**src/rtl/crypto_irq_pkg.sv**
```systemverilog
package crypto_irq_pkg;

  localparam int WORD_W   = 32;
  localparam int NUM_EVT  = 4;
  localparam int NUM_LIVE = 2;

  typedef logic [WORD_W-1:0] word_t;

  typedef enum logic [1:0] {
    RSEL_NONE,
    RSEL_STAT,
    RSEL_EN,
    RSEL_CFG
  } rsel_e;

  // bit position of each sticky event in the status word
  function automatic int evt_pos(input int idx);
    case (idx)
      0:       return 0;
      1:       return 1;
      2:       return 2;
      default: return 7;
    endcase
  endfunction

  // bit position of each live level in the status word
  function automatic int live_pos(input int idx);
    return (idx == 0) ? 3 : 4;
  endfunction

  function automatic word_t pack_status(input logic [NUM_EVT-1:0]  evt,
                                        input logic [NUM_LIVE-1:0] live);
    word_t w;
    w = '0;
    for (int i = 0; i < NUM_EVT; i++)  w[evt_pos(i)]  = evt[i];
    for (int j = 0; j < NUM_LIVE; j++) w[live_pos(j)] = live[j];
    return w;
  endfunction

  function automatic logic [NUM_EVT-1:0] clear_mask(input word_t wd);
    logic [NUM_EVT-1:0] m;
    for (int i = 0; i < NUM_EVT; i++) m[i] = wd[evt_pos(i)];
    return m;
  endfunction

  function automatic logic irq_reduce(input word_t st, input word_t en);
    return |(st & en);
  endfunction

endpackage

```
**src/rtl/crypto_irq_decode.sv**
```systemverilog
module crypto_irq_decode
  import crypto_irq_pkg::*;
#(
  parameter int                ADDR_W    = 11,
  parameter logic [ADDR_W-1:0] STAT_ADDR = 11'h400,
  parameter logic [ADDR_W-1:0] EN_ADDR   = 11'h401,
  parameter logic [ADDR_W-1:0] CFG_ADDR  = 11'h402
) (
  input  logic              sel,
  input  logic              we,
  input  logic [ADDR_W-1:0] addr,
  output logic              wr_stat,
  output logic              wr_en,
  output logic              wr_cfg,
  output logic              rd_strobe,
  output rsel_e             rd_sel,
  output logic              rd_unmapped
);

  always_comb begin
    rd_sel = RSEL_NONE;
    if (addr == STAT_ADDR)     rd_sel = RSEL_STAT;
    else if (addr == EN_ADDR)  rd_sel = RSEL_EN;
    else if (addr == CFG_ADDR) rd_sel = RSEL_CFG;
  end

  assign wr_stat     = sel && we && (rd_sel == RSEL_STAT);
  assign wr_en       = sel && we && (rd_sel == RSEL_EN);
  assign wr_cfg      = sel && we && (rd_sel == RSEL_CFG);
  assign rd_strobe   = sel && !we;
  assign rd_unmapped = rd_strobe && (rd_sel == RSEL_NONE);

endmodule

```
**src/rtl/crypto_irq_sticky.sv**
```systemverilog
module crypto_irq_sticky #(
  parameter int N = 4
) (
  input  logic         clk,
  input  logic         rst_n,
  input  logic [N-1:0] set_i,
  input  logic [N-1:0] clr_i,
  output logic [N-1:0] q_o
);

  for (genvar i = 0; i < N; i++) begin : g_bit
    always_ff @(posedge clk) begin
      if (!rst_n)        q_o[i] <= 1'b0;
      else if (set_i[i]) q_o[i] <= 1'b1;   // set has priority over clear
      else if (clr_i[i]) q_o[i] <= 1'b0;
    end
  end

endmodule

```
**src/rtl/crypto_irq_rwreg.sv**
```systemverilog
module crypto_irq_rwreg #(
  parameter int W = 32
) (
  input  logic         clk,
  input  logic         rst_n,
  input  logic         we,
  input  logic [W-1:0] wdata,
  output logic [W-1:0] q_o
);

  always_ff @(posedge clk) begin
    if (!rst_n)  q_o <= '0;
    else if (we) q_o <= wdata;
  end

endmodule

```
**src/rtl/crypto_irq_rdport.sv**
```systemverilog
module crypto_irq_rdport
  import crypto_irq_pkg::*;
(
  input  logic  clk,
  input  logic  rst_n,
  input  logic  rd_strobe,
  input  rsel_e rd_sel,
  input  word_t stat_word,
  input  word_t en_word,
  input  word_t cfg_word,
  output word_t rdata_o
);

  word_t rd_next;

  always_comb begin
    case (rd_sel)
      RSEL_STAT: rd_next = stat_word;
      RSEL_EN:   rd_next = en_word;
      RSEL_CFG:  rd_next = cfg_word;
      default:   rd_next = '0;
    endcase
  end

  always_ff @(posedge clk) begin
    if (!rst_n)         rdata_o <= '0;
    else if (rd_strobe) rdata_o <= rd_next;
  end

endmodule

```
**src/rtl/crypto_irq_regs.sv**
```systemverilog
module crypto_irq_regs
  import crypto_irq_pkg::*;
#(
  parameter int                ADDR_W    = 11,
  parameter logic [ADDR_W-1:0] STAT_ADDR = 11'h400,
  parameter logic [ADDR_W-1:0] EN_ADDR   = 11'h401,
  parameter logic [ADDR_W-1:0] CFG_ADDR  = 11'h402
) (
  input  logic                clk,
  input  logic                rst_n,
  input  logic                bus_sel,
  input  logic                bus_we,
  input  logic [ADDR_W-1:0]   bus_addr,
  input  logic [WORD_W-1:0]   bus_wdata,
  output logic [WORD_W-1:0]   bus_rdata,
  input  logic [NUM_EVT-1:0]  eng_done_i,
  input  logic [NUM_LIVE-1:0] live_rdy_i,
  output logic [WORD_W-1:0]   cfg_o,
  output logic                irq_o
);

  // named internal events, brought out for the checker
  logic               wr_stat, wr_en, wr_cfg;
  logic               rd_strobe, rd_unmapped;
  rsel_e              rd_sel;
  logic [NUM_EVT-1:0] evt_clr;
  logic [NUM_EVT-1:0] evt_q;
  word_t              en_q;
  word_t              cfg_q;
  word_t              stat_word;

  crypto_irq_decode #(
    .ADDR_W(ADDR_W), .STAT_ADDR(STAT_ADDR), .EN_ADDR(EN_ADDR), .CFG_ADDR(CFG_ADDR)
  ) u_decode (
    .sel(bus_sel), .we(bus_we), .addr(bus_addr),
    .wr_stat(wr_stat), .wr_en(wr_en), .wr_cfg(wr_cfg),
    .rd_strobe(rd_strobe), .rd_sel(rd_sel), .rd_unmapped(rd_unmapped)
  );

  assign evt_clr = wr_stat ? clear_mask(bus_wdata) : '0;

  crypto_irq_sticky #(.N(NUM_EVT)) u_sticky (
    .clk(clk), .rst_n(rst_n), .set_i(eng_done_i), .clr_i(evt_clr), .q_o(evt_q)
  );

  crypto_irq_rwreg #(.W(WORD_W)) u_enable (
    .clk(clk), .rst_n(rst_n), .we(wr_en), .wdata(bus_wdata), .q_o(en_q)
  );

  crypto_irq_rwreg #(.W(WORD_W)) u_config (
    .clk(clk), .rst_n(rst_n), .we(wr_cfg), .wdata(bus_wdata), .q_o(cfg_q)
  );

  assign stat_word = pack_status(evt_q, live_rdy_i);

  crypto_irq_rdport u_rdport (
    .clk(clk), .rst_n(rst_n), .rd_strobe(rd_strobe), .rd_sel(rd_sel),
    .stat_word(stat_word), .en_word(en_q), .cfg_word(cfg_q), .rdata_o(bus_rdata)
  );

  assign cfg_o = cfg_q;
  assign irq_o = irq_reduce(stat_word, en_q);

endmodule

```
**config.mk**
```make
export PLATFORM = sky130hd
export DESIGN_NAME = crypto_irq_regs
export DESIGN_NICKNAME = d
export VERILOG_FILES = /design/src/rtl/crypto_irq_pkg.sv /design/src/rtl/crypto_irq_decode.sv /design/src/rtl/crypto_irq_sticky.sv /design/src/rtl/crypto_irq_rwreg.sv /design/src/rtl/crypto_irq_rdport.sv /design/src/rtl/crypto_irq_regs.sv
export SDC_FILE = /design/constraint.sdc
export NUM_CORES = 1
export LEC_CHECK = 0
export ABC_AREA = 0
export BUFFER_PORTS_ARGS = -buffer_cell sky130_fd_sc_hd__clkbuf_2
export CELL_PAD_IN_SITES_DETAIL_PLACEMENT = 0
export CELL_PAD_IN_SITES_GLOBAL_PLACEMENT = 1
export CORE_MARGIN = 5
export CORE_UTILIZATION = 39
export CTS_BUF_LIST = sky130_fd_sc_hd__clkbuf_4 sky130_fd_sc_hd__clkbuf_8
export CTS_CLUSTER_DIAMETER = 100
export CTS_CLUSTER_SIZE = 14
export DETAILED_ROUTE_END_ITERATION = 8
export PLACE_DENSITY_LB_ADDON = 0.3
export SLEW_MARGIN = 20
export SYNTH_ARGS = -nofsm -noshare
export SYNTH_HDL_FRONTEND = slang
export SYNTH_SLANG_ARGS = --single-unit
```
**constraint.sdc**
```tcl
create_clock -name clk -period 1.88 [get_ports clk]
set_input_delay 0.282 -clock clk [delete_from_list [all_inputs] [get_ports clk]]
set_output_delay 0.282 -clock clk [all_outputs]
set_load 0.1 [all_outputs]
```
# Word level (Yosys, flattened, before mapping)
# Cells that the tools add are included.
# Widths: inputs -> output; s select.
[word_totals]
register_bits = 100
in_bits = 53
output_inout_bits = 65
[op_classes]
n_bitwise = 1
n_eq_ne = 6
n_mux = 13
n_reduce_logical = 11
[op_table]
columns = ["operator", "count"]
rows = [
  ["$pmux 32 s3", 1],
  ["$eq 11x11->1 const B", 3],
  ["$and 8x32->32", 1],
  ["$reduce_or 32->1", 1],
  ["$mux 1", 8],
  ["$reduce_bool 2->1", 4],
  ["$mux 2", 3],
  ["$logic_and 1x1->1", 5],
  ["$eq 2x2->1 const B", 2],
  ["$mux 4", 1],
  ["$eq 2x1->1 const B", 1],
  ["$logic_not 1->1", 1],
]

# Depth between registers and ports, before layout
# Gate-level depths: netlist of run 1.
[depth]
ltp_word = 9
mapped_depth = 7

# Hierarchy
# From an unflattened synthesis of run 1, not the netlist that was laid out.
[hier_totals]
hier_cells = 456
area_unflattened_um2 = 4565.6
[modules_own_cells]
columns = ["mod", "instances", "area_each_um2", "cells_per_inst"]
rows = [
  ["crypto_irq_rwreg", 2, 1243.7, 103],
  ["crypto_irq_rdport", 1, 1742.9, 214],
  ["crypto_irq_sticky", 1, 165.2, 12],
  ["crypto_irq_decode", 1, 113.9, 15],
  ["crypto_irq_regs", 1, 56.3, 9],
]

# Worst setup path after synthesis of run 1
# Ideal clock, no wire load.
[synth_path]
kind = "input to register"
startpoint = "in bus_addr[5]"
endpoint = "reg u_enable.q_o[10]"
n_path_buf = 3
setup_time_ns = 0.072
t_arrival_ns = 1.483
path_stages = 7
slack_ns = 0.325
required_time_ns = 1.808
path_cell_list = "nor4_4 and4_1 buf_2 and2b_1 buf_4 buf_6 mux2i_1"
[synth_via]
elab_chain_len = 6
[synth_rtl]
columns = ["item", "line", "source"]
rows = [
  ["from (decl)", "crypto_irq_regs.sv:13", "input logic [ADDR_W-1:0] bus_addr,"],
  ["$eq 11x11->1", "crypto_irq_decode.sv:24", "else if (addr == CFG_ADDR) rd_sel = RSEL_CFG;"],
  ["$mux 2", "crypto_irq_decode.sv:24", ""],
  ["$mux 2", "crypto_irq_decode.sv:23", "else if (addr == EN_ADDR) rd_sel = RSEL_EN;"],
  ["$mux 2 (*)", "crypto_irq_decode.sv:22", "if (addr == STAT_ADDR) rd_sel = RSEL_STAT;"],
  ["$eq 2x2->1 (*)", "crypto_irq_decode.sv:28", "assign wr_en = sel && we && (rd_sel == RSEL_EN);"],
  ["$logic_and 1x1->1 (*)", "crypto_irq_decode.sv:28", ""],
  ["to (signal assigned)", "crypto_irq_rwreg.sv:13", "else if (we) q_o <= wdata;"],
  ["to (decl)", "crypto_irq_rwreg.sv:8", "output logic [W-1:0] q_o"],
]
# Every way passes the cells marked *; elsewhere a longest branch is shown, timed or not.
# A chain may end at the register's enable or synchronous reset.

# Worst setup path in the final report of run 1
[layout_path]
startpoint = "reg u_enable.q_o[1]"
endpoint = "out irq_o"
[layout_via]
elab_chain_len = 2
[layout_rtl]
columns = ["item", "line", "source"]
rows = [
  ["$and 8x32->32", "crypto_irq_pkg.sv:47", "return |(st & en);"],
  ["$reduce_or 32->1", "crypto_irq_pkg.sv:47", ""],
  ["to (decl)", "crypto_irq_regs.sv:19", "output logic irq_o"],
]
# Every way passes these cells.

==> results of run 1 <==
==> worst paths after layout <==
kind	from	endpoint	slack, ns	cells past startpoint
max	u_enable.q_o[1]	irq_o	0.15	3
min	bus_wdata[7]	u_sticky.q_o[3]	0.11	2
max reg2reg	u_enable.q_o[1]	u_rdport.rdata_o[1]	0.98	4
min reg2reg	u_enable.q_o[30]	u_enable.q_o[30]	0.46	2
==> through the flow <==
step                setup slack, ns  instance area [um2]  hold slack (ns)
finish                        0.149                 4870            0.114
global placement              0.220                 4650            0.442
CTS                           0.160                 4870            0.110
detailed placement            0.111                 4650            0.448
global route                 0.0484                 4870           0.0969
floorplan                     0.325                 3900            0.390
==> routing by layer <==
metal  vias to the layer above  global-route usage [%]  share of wire [%]
li1                       1758                       -                  -
met1                      1639                    25.0                 48
met2                        86                    29.9                 46
met3                        13                    3.55                5.1
met4                         0                    6.06                1.4
met5                         -                       0                  0
==> power groups by stage <==
| stage | registers (mW) | clock network, mW | logic (mW) |
|---|---|---|---|
| finish | 2.17 | 1.54 | 0.468 |
| global route | 2.17 | 1.65 | 0.506 |
| CTS | 2.17 | 1.55 | 0.472 |
| detailed placement | 2.22 | 0 | 0.469 |
| global placement | 2.21 | 0 | 0.466 |
| floorplan | 2.40 | 0 | 0.138 |
==> cells by family (layout without fill, tap and decap cells) <==
| group | Yosys count | in the layout | synth area share (%) |
|---|---|---|---|
| AND/OR/NAND/NOR | 153 | 153 | 17.6 |
| AO/OA/AOI/OAI | 108 | 108 | 16.6 |
| flip-flops | 100 | 100 | 51.3 |
| buffers and inverters | 41 | 151 | 4.78 |
| multiplexers | 38 | 38 | 9.75 |
==> sequential cells by signal, summed over array words and instances (netlist names) <==
signal,flops
u_enable.q_o,32
u_config.q_o,32
u_sticky.q_o,4
u_rdport.rdata_o,32
==> worst reg2reg max path: stages (launching register included) <==
cell	delay, ns
dfxtp_1	0.34
mux2i_1	0.14
nor2_1	0.05
a21oi_1	0.17
o21ai_0	0.09
==> layout make-up <==
class	instances	area, um2
fill	985	4900
sequential	100	2000
multi-input combinational	299	1720
timing repair buffer	132	751
tap	133	166
clock buffer	10	138
clock inverter	5	83.8
inverter	4	15.0
==> layout by cell type, fill, tap and decap left out <==
cell / instances
clkbuf_2: 116
dfxtp_1: 100
nand2_1: 76
o21ai_0: 68
mux2i_1: 38
nand3_1: 33
nor2_1: 30
a221oi_1: 22
buf_4: 12
clkbuf_8: 10
a22oi_1: 7
a21oi_1: 6
inv_1: 4
a31oi_1: 4
buf_12: 4
nor2b_1: 2
and4_1: 2
bufinv_16: 2
clkinvlp_4: 2
nor3b_1: 1
and4b_1: 1
nor4_4: 1
nand4_1: 1
and2b_2: 1
nand2b_1: 1
nor2b_2: 1
a21boi_0: 1
nand4b_1: 1
and2_1: 1
and4bb_2: 1
inv_6: 1
==> impl_results.md, run 1 <==
* Status: complete, no violations
* Post-CTS Setup Bufs at 0
* First-pass GRT wire length at 17.6 mm
* Comb pwr share at between 10% and 20%
* Avg Synthesized Cell Area at around 9 um2
* Die Span Y at ~110 um
* Wire per inst at roughly 16 um
* Ant diodes at 0
* GRT Util Overall at between 10% and 20%
* DRT iter0 DRCs at roughly 180
* Share of flip-flops with an asynchronous set or reset at 0%
* Worst vdd ir at ~0.34 mV
* Post-DRT Antenna Nets at 0
* Critical path's top delay family: buffers and inverters
* Period utilization at between 90 and 100%
* Clk sinks at 100
* CP Cell Sequence: a22oi_1 > nand3_1 > clkbuf_2
* Leakage power at 2.03 nW
* Setup_tns at 0 ns
* Slowest stage delay, CP at about 0.38 ns
* Vias in the first global route at 3559
* Final core occ at 49.9%
* Clock slew at reported path FFs at about 0.10 ns
* Yosys warns at 0
* Post-synth top cells: dfxtp_1 (100), nand2_1 (76), o21ai_0 (68)
* Critical Path Slowest Stage Cell: clkbuf_2
* Final min period at 1.73 ns
* Power Density at 856 nW/um2
* Sw frac at a little over a quarter
* Finished Layout Cells at roughly 680
* Clock Tree Root: clkbuf_8
* Nets@finish at 599
* WS Path Type: reg -> out
* Clock Skews at between 0.01 and 0.015 ns
* Endpoints failing setup at 0
* Syn_nets at 493
* CTS Buf Count at 9
* CTS Hold Buffers Added at 0
* Seq cells post-synth at 100
* Syn Inst Count at 440
* Total power at 4.17 mW
* Tightest Hold Check Type: in -> reg
* Via count at 3496
* Remaining DRCs at 0
* Slew Limit Fails at 0
* Die width at approximately 110 um
* Synthesized cell area at around 4000 um2
* Clk_lat worst skew at 0.36 ns
* Headroom to the max-slew limit at 61.4%
* Worst-path maximum fanout at 3
* Largest net degree at the start of global routing at 61
* Internal at 3.05 mW
* H-tree Lvls at 3
* Top-count cell post-synth: dfxtp_1
* Num rows at 36
* Clk pwr share at roughly 37%
* Max_cap viols at 0
* Area delta synth->final at 24.9%
* CP endpoint kind: output pin
* Overflow after GRT at 0
* RSZ-0062 raised after global routing: no
* Hold Fails Final Rpt at 0
* Initial antenna violation count at 0
* Clock buffer depth at 2
* Yosys top cell area share at ~51%
* Final WL at roughly 11 mm
* Layout cells sized above 1 at a little over a quarter
* Worst Setup Start Kind: register
* Starting Density at 39.9%
* CTS tree: built
* Sequential fraction of the synthesis area at between 50% and 60%
* NetSw at 1.12 mW
* CORE AREA at 9770 um2
* I/O Buffers at about 120
* Vias per cell at just over 5
* Distinct cells, synth at 28
* CP required at approximately 1.6 ns
* Synth area leader: dfxtp_1
* Most area-consuming cells after synthesis: dfxtp_1 (51%), mux2i_1 (9.7%), o21ai_0 (8.7%)
* DP HPWL at 7.45 mm
* Arr. time, crit path at 1.45 ns
* FMAX at 0.578 GHz
* Primary FF master, synth: dfxtp_1
* Sequential share of power at between 50% and 60%
* Slew @ Worst Pin at 0.581 ns
* Post-CTS Resized at 0
* # IOs at 118
* Die ar. at 12100 um2
* First-pass detailed-route iteration total at 4
* Placed instance count at 668
* Buf+Inv Stages, Crit Path at 1
* Number of enable flip-flop cells after synthesis at 0
* Placer Congestion at 0.764
Power figures use the tool's default switching activity.
==> run 2, diff against run 1 <==
--- a/config.mk
+++ b/config.mk
@@ -11,11 +11,12 @@
 export CELL_PAD_IN_SITES_GLOBAL_PLACEMENT = 1
 export CORE_MARGIN = 5
 export CORE_UTILIZATION = 39
-export CTS_BUF_LIST = sky130_fd_sc_hd__clkbuf_4 sky130_fd_sc_hd__clkbuf_8
+export CTS_BUF_LIST = sky130_fd_sc_hd__clkbuf_8
 export CTS_CLUSTER_DIAMETER = 100
 export CTS_CLUSTER_SIZE = 14
 export DETAILED_ROUTE_END_ITERATION = 8
 export PLACE_DENSITY_LB_ADDON = 0.3
+export SETUP_SLACK_MARGIN = 0.15
 export SLEW_MARGIN = 20
 export SYNTH_ARGS = -nofsm -noshare
 export SYNTH_HDL_FRONTEND = slang
==> impl_results.md, run 2 (synthesis results as in run 1) <==
* Status: complete, no violations (unchanged)
* NetSw at 1.12 mW (about the same)
* Arr. time, crit path at 1.31 ns (was 1.45 ns)
* Nets@finish at 599 (unchanged)
* Initial antenna violation count at 0 (unchanged)
* Clock Tree Root: clkbuf_8 (unchanged)
* Vias per cell at 5.13 (was 5.12)
* Largest net degree at the start of global routing at 61 (unchanged)
* Post-DRT Antenna Nets at 0 (unchanged)
* WS Path Type: reg -> out (unchanged)
* Die ar. at 12100 um2 (unchanged)
* Clk sinks at 100 (unchanged)
* CP Cell Sequence: a22oi_1 > nand3_1 > buf_4 (was a22oi_1 > nand3_1 > clkbuf_2)
* Post-CTS Resized at 0 (unchanged)
* Final WL at 10.7 mm (about the same)
* Slowest stage delay, CP at 0.34 ns (was 0.38 ns)
* Worst Setup Start Kind: register (unchanged)
* Worst-path maximum fanout at 3 (unchanged)
* Fillers at 985 (unchanged)
* Ant diodes at 0 (unchanged)
* Wire per inst at 15.7 um (about the same)
* Die Span Y at 110 um (unchanged)
* CP endpoint kind: output pin (unchanged)
* GRT Util Overall at 18.6% (unchanged)
* FMAX at 0.626 GHz (was 0.578 GHz)
* Post-CTS Setup Bufs at 0 (unchanged)
* Setup_tns at 0 ns (unchanged)
* Largest regs: u_config.q_o x32, u_enable.q_o x32, u_rdport.rdata_o x32 (unchanged)
* Leakage power at 2.03 nW (about the same)
* Clock Skews at 0.0148 ns (was 0.0145 ns)
* Remaining DRCs at 0 (unchanged)
* Most common cell after layout, fill and taps aside: clkbuf_2 (unchanged)
* Headroom to the max-slew limit at 61.4% (unchanged)
* Critical path's top delay family: flip-flops (was buffers and inverters)
* Layout cells sized above 1 at 27.5% (unchanged)
* Power Density at 856 nW/um2 (about the same)
* Area delta synth->final at 24.9% (about the same)
* Hold Fails Final Rpt at 0 (unchanged)
* Hold_ws at 0.114 ns (about the same)
* Clock slew at reported path FFs at 0.10 ns (about the same)
* Clock buffer depth at 2 (unchanged)
* Starting Density at 39.9% (unchanged)
* Max_cap viols at 0 (unchanged)
* RSZ-0062 raised after global routing: no (unchanged)
* Comb pwr share at 11.2% (about the same)
* First-pass GRT wire length at 17.6 mm (unchanged)
* CTS tree: built (unchanged)
* Sw frac at 26.9% (about the same)
* CTS Buf Count at 9 (unchanged)
* Buf+Inv Stages, Crit Path at 1 (unchanged)
* Total power at 4.17 mW (about the same)
* Placer Congestion at 0.764 (unchanged)
* Clk_lat worst skew at 0.36 ns (about the same)
* Period utilization at 84.9% (was 92.1%)
* Internal at 3.05 mW (about the same)
* Via count at 3503 (was 3496)
* I/O Buffers at 117 (unchanged)
* Clk pwr share at 36.8% (about the same)
* Num rows at 36 (unchanged)
* H-tree Lvls at 3 (unchanged)
* Final min period at 1.60 ns (was 1.73 ns)
* Commonest non-fill, non-tap cells in the layout: clkbuf_2 (115), dfxtp_1 (100), nand2_1 (76) (was clkbuf_2 (116), dfxtp_1 (100), nand2_1 (76))
* DRT iter0 DRCs at 181 (unchanged)
* CP required at 1.60 ns (about the same)
* Sequential share of power at 51.9% (about the same)
* Overflow after GRT at 0 (unchanged)
* Slew Limit Fails at 0 (unchanged)
* Die width at 110 um (unchanged)
* First-pass detailed-route iteration total at 4 (unchanged)
* Worst vdd ir at 0.338 mV (unchanged)
* DP HPWL at 7.45 mm (unchanged)
* CTS Hold Buffers Added at 0 (unchanged)
* Slew @ Worst Pin at 0.581 ns (unchanged)
* Endpoints failing setup at 0 (unchanged)
* Tightest Hold Check Type: in -> reg (unchanged)
* Vias in the first global route at 3559 (unchanged)
* Critical Path Slowest Stage Cell: dfxtp_1 (was clkbuf_2)
* CORE AREA at 9770 um2 (unchanged)
* FF-to-FF setup slack at 0.98 ns (about the same)
* # IOs at 118 (unchanged)
-- run 2: cell count changes in the layout (fill, tap and decap cells not counted), sizes merged --
cell and delta:
clkbuf -1, buf +1
-- run 2: cell type report --
class	count	area (um2)	area share, %
inverters	4	15.0	0.308
well taps	133	166	3.41
repair buffers	132	753	15.4
flip-flops and latches	100	2000	41.1
clock inverters	5	83.8	1.72
multi-input cells	299	1720	35.2
clock buffers	10	138	2.82
-- run 2: path summary, 6_finish.rpt --
| path | from | end | depth (start not counted) |
|---|---|---|---|
| max | u_enable.q_o[1] | irq_o | 3 |
| min | bus_wdata[7] | u_sticky.q_o[3] | 2 |
| max reg2reg | u_enable.q_o[1] | u_rdport.rdata_o[1] | 4 |
| min reg2reg | u_enable.q_o[30] | u_enable.q_o[30] | 2 |
-- run 2: power by group through the flow --
stage | clock (mW) | combinational [mW] | sequential [mW]
after floorplan | 0 | 0.138 | 2.40
after global placement | 0 | 0.466 | 2.21
after detailed placement | 0 | 0.469 | 2.22
after CTS | 1.55 | 0.472 | 2.17
after global routing | 1.65 | 0.506 | 2.17
final | 1.54 | 0.468 | 2.17
-- run 2: per-stage QoR --
stage / area [um2] / std cells / util, % / setup WS (ns)
after global routing: 4880 / 683 / 49.9 / 0.182
after global placement: 4650 / 668 / 47.6 / 0.220
after CTS: 4870 / 683 / 49.9 / 0.160
after detailed placement: 4650 / 668 / 47.6 / 0.111
after floorplan: 3900 / 440 / - / 0.325
final: 4880 / 683 / 49.9 / 0.283
-- run 2: per-layer routing --
| metal | global-route usage, % | vias to the layer above | wire length (um) |
|---|---|---|---|
| li1 | - | 1758 | - |
| met4 | 6.06 | 0 | 150 |
| met3 | 3.55 | 13 | 561 |
| met5 | 0 | - | 0 |
| met1 | 25.0 | 1640 | 5090 |
| met2 | 29.9 | 92 | 4890 |
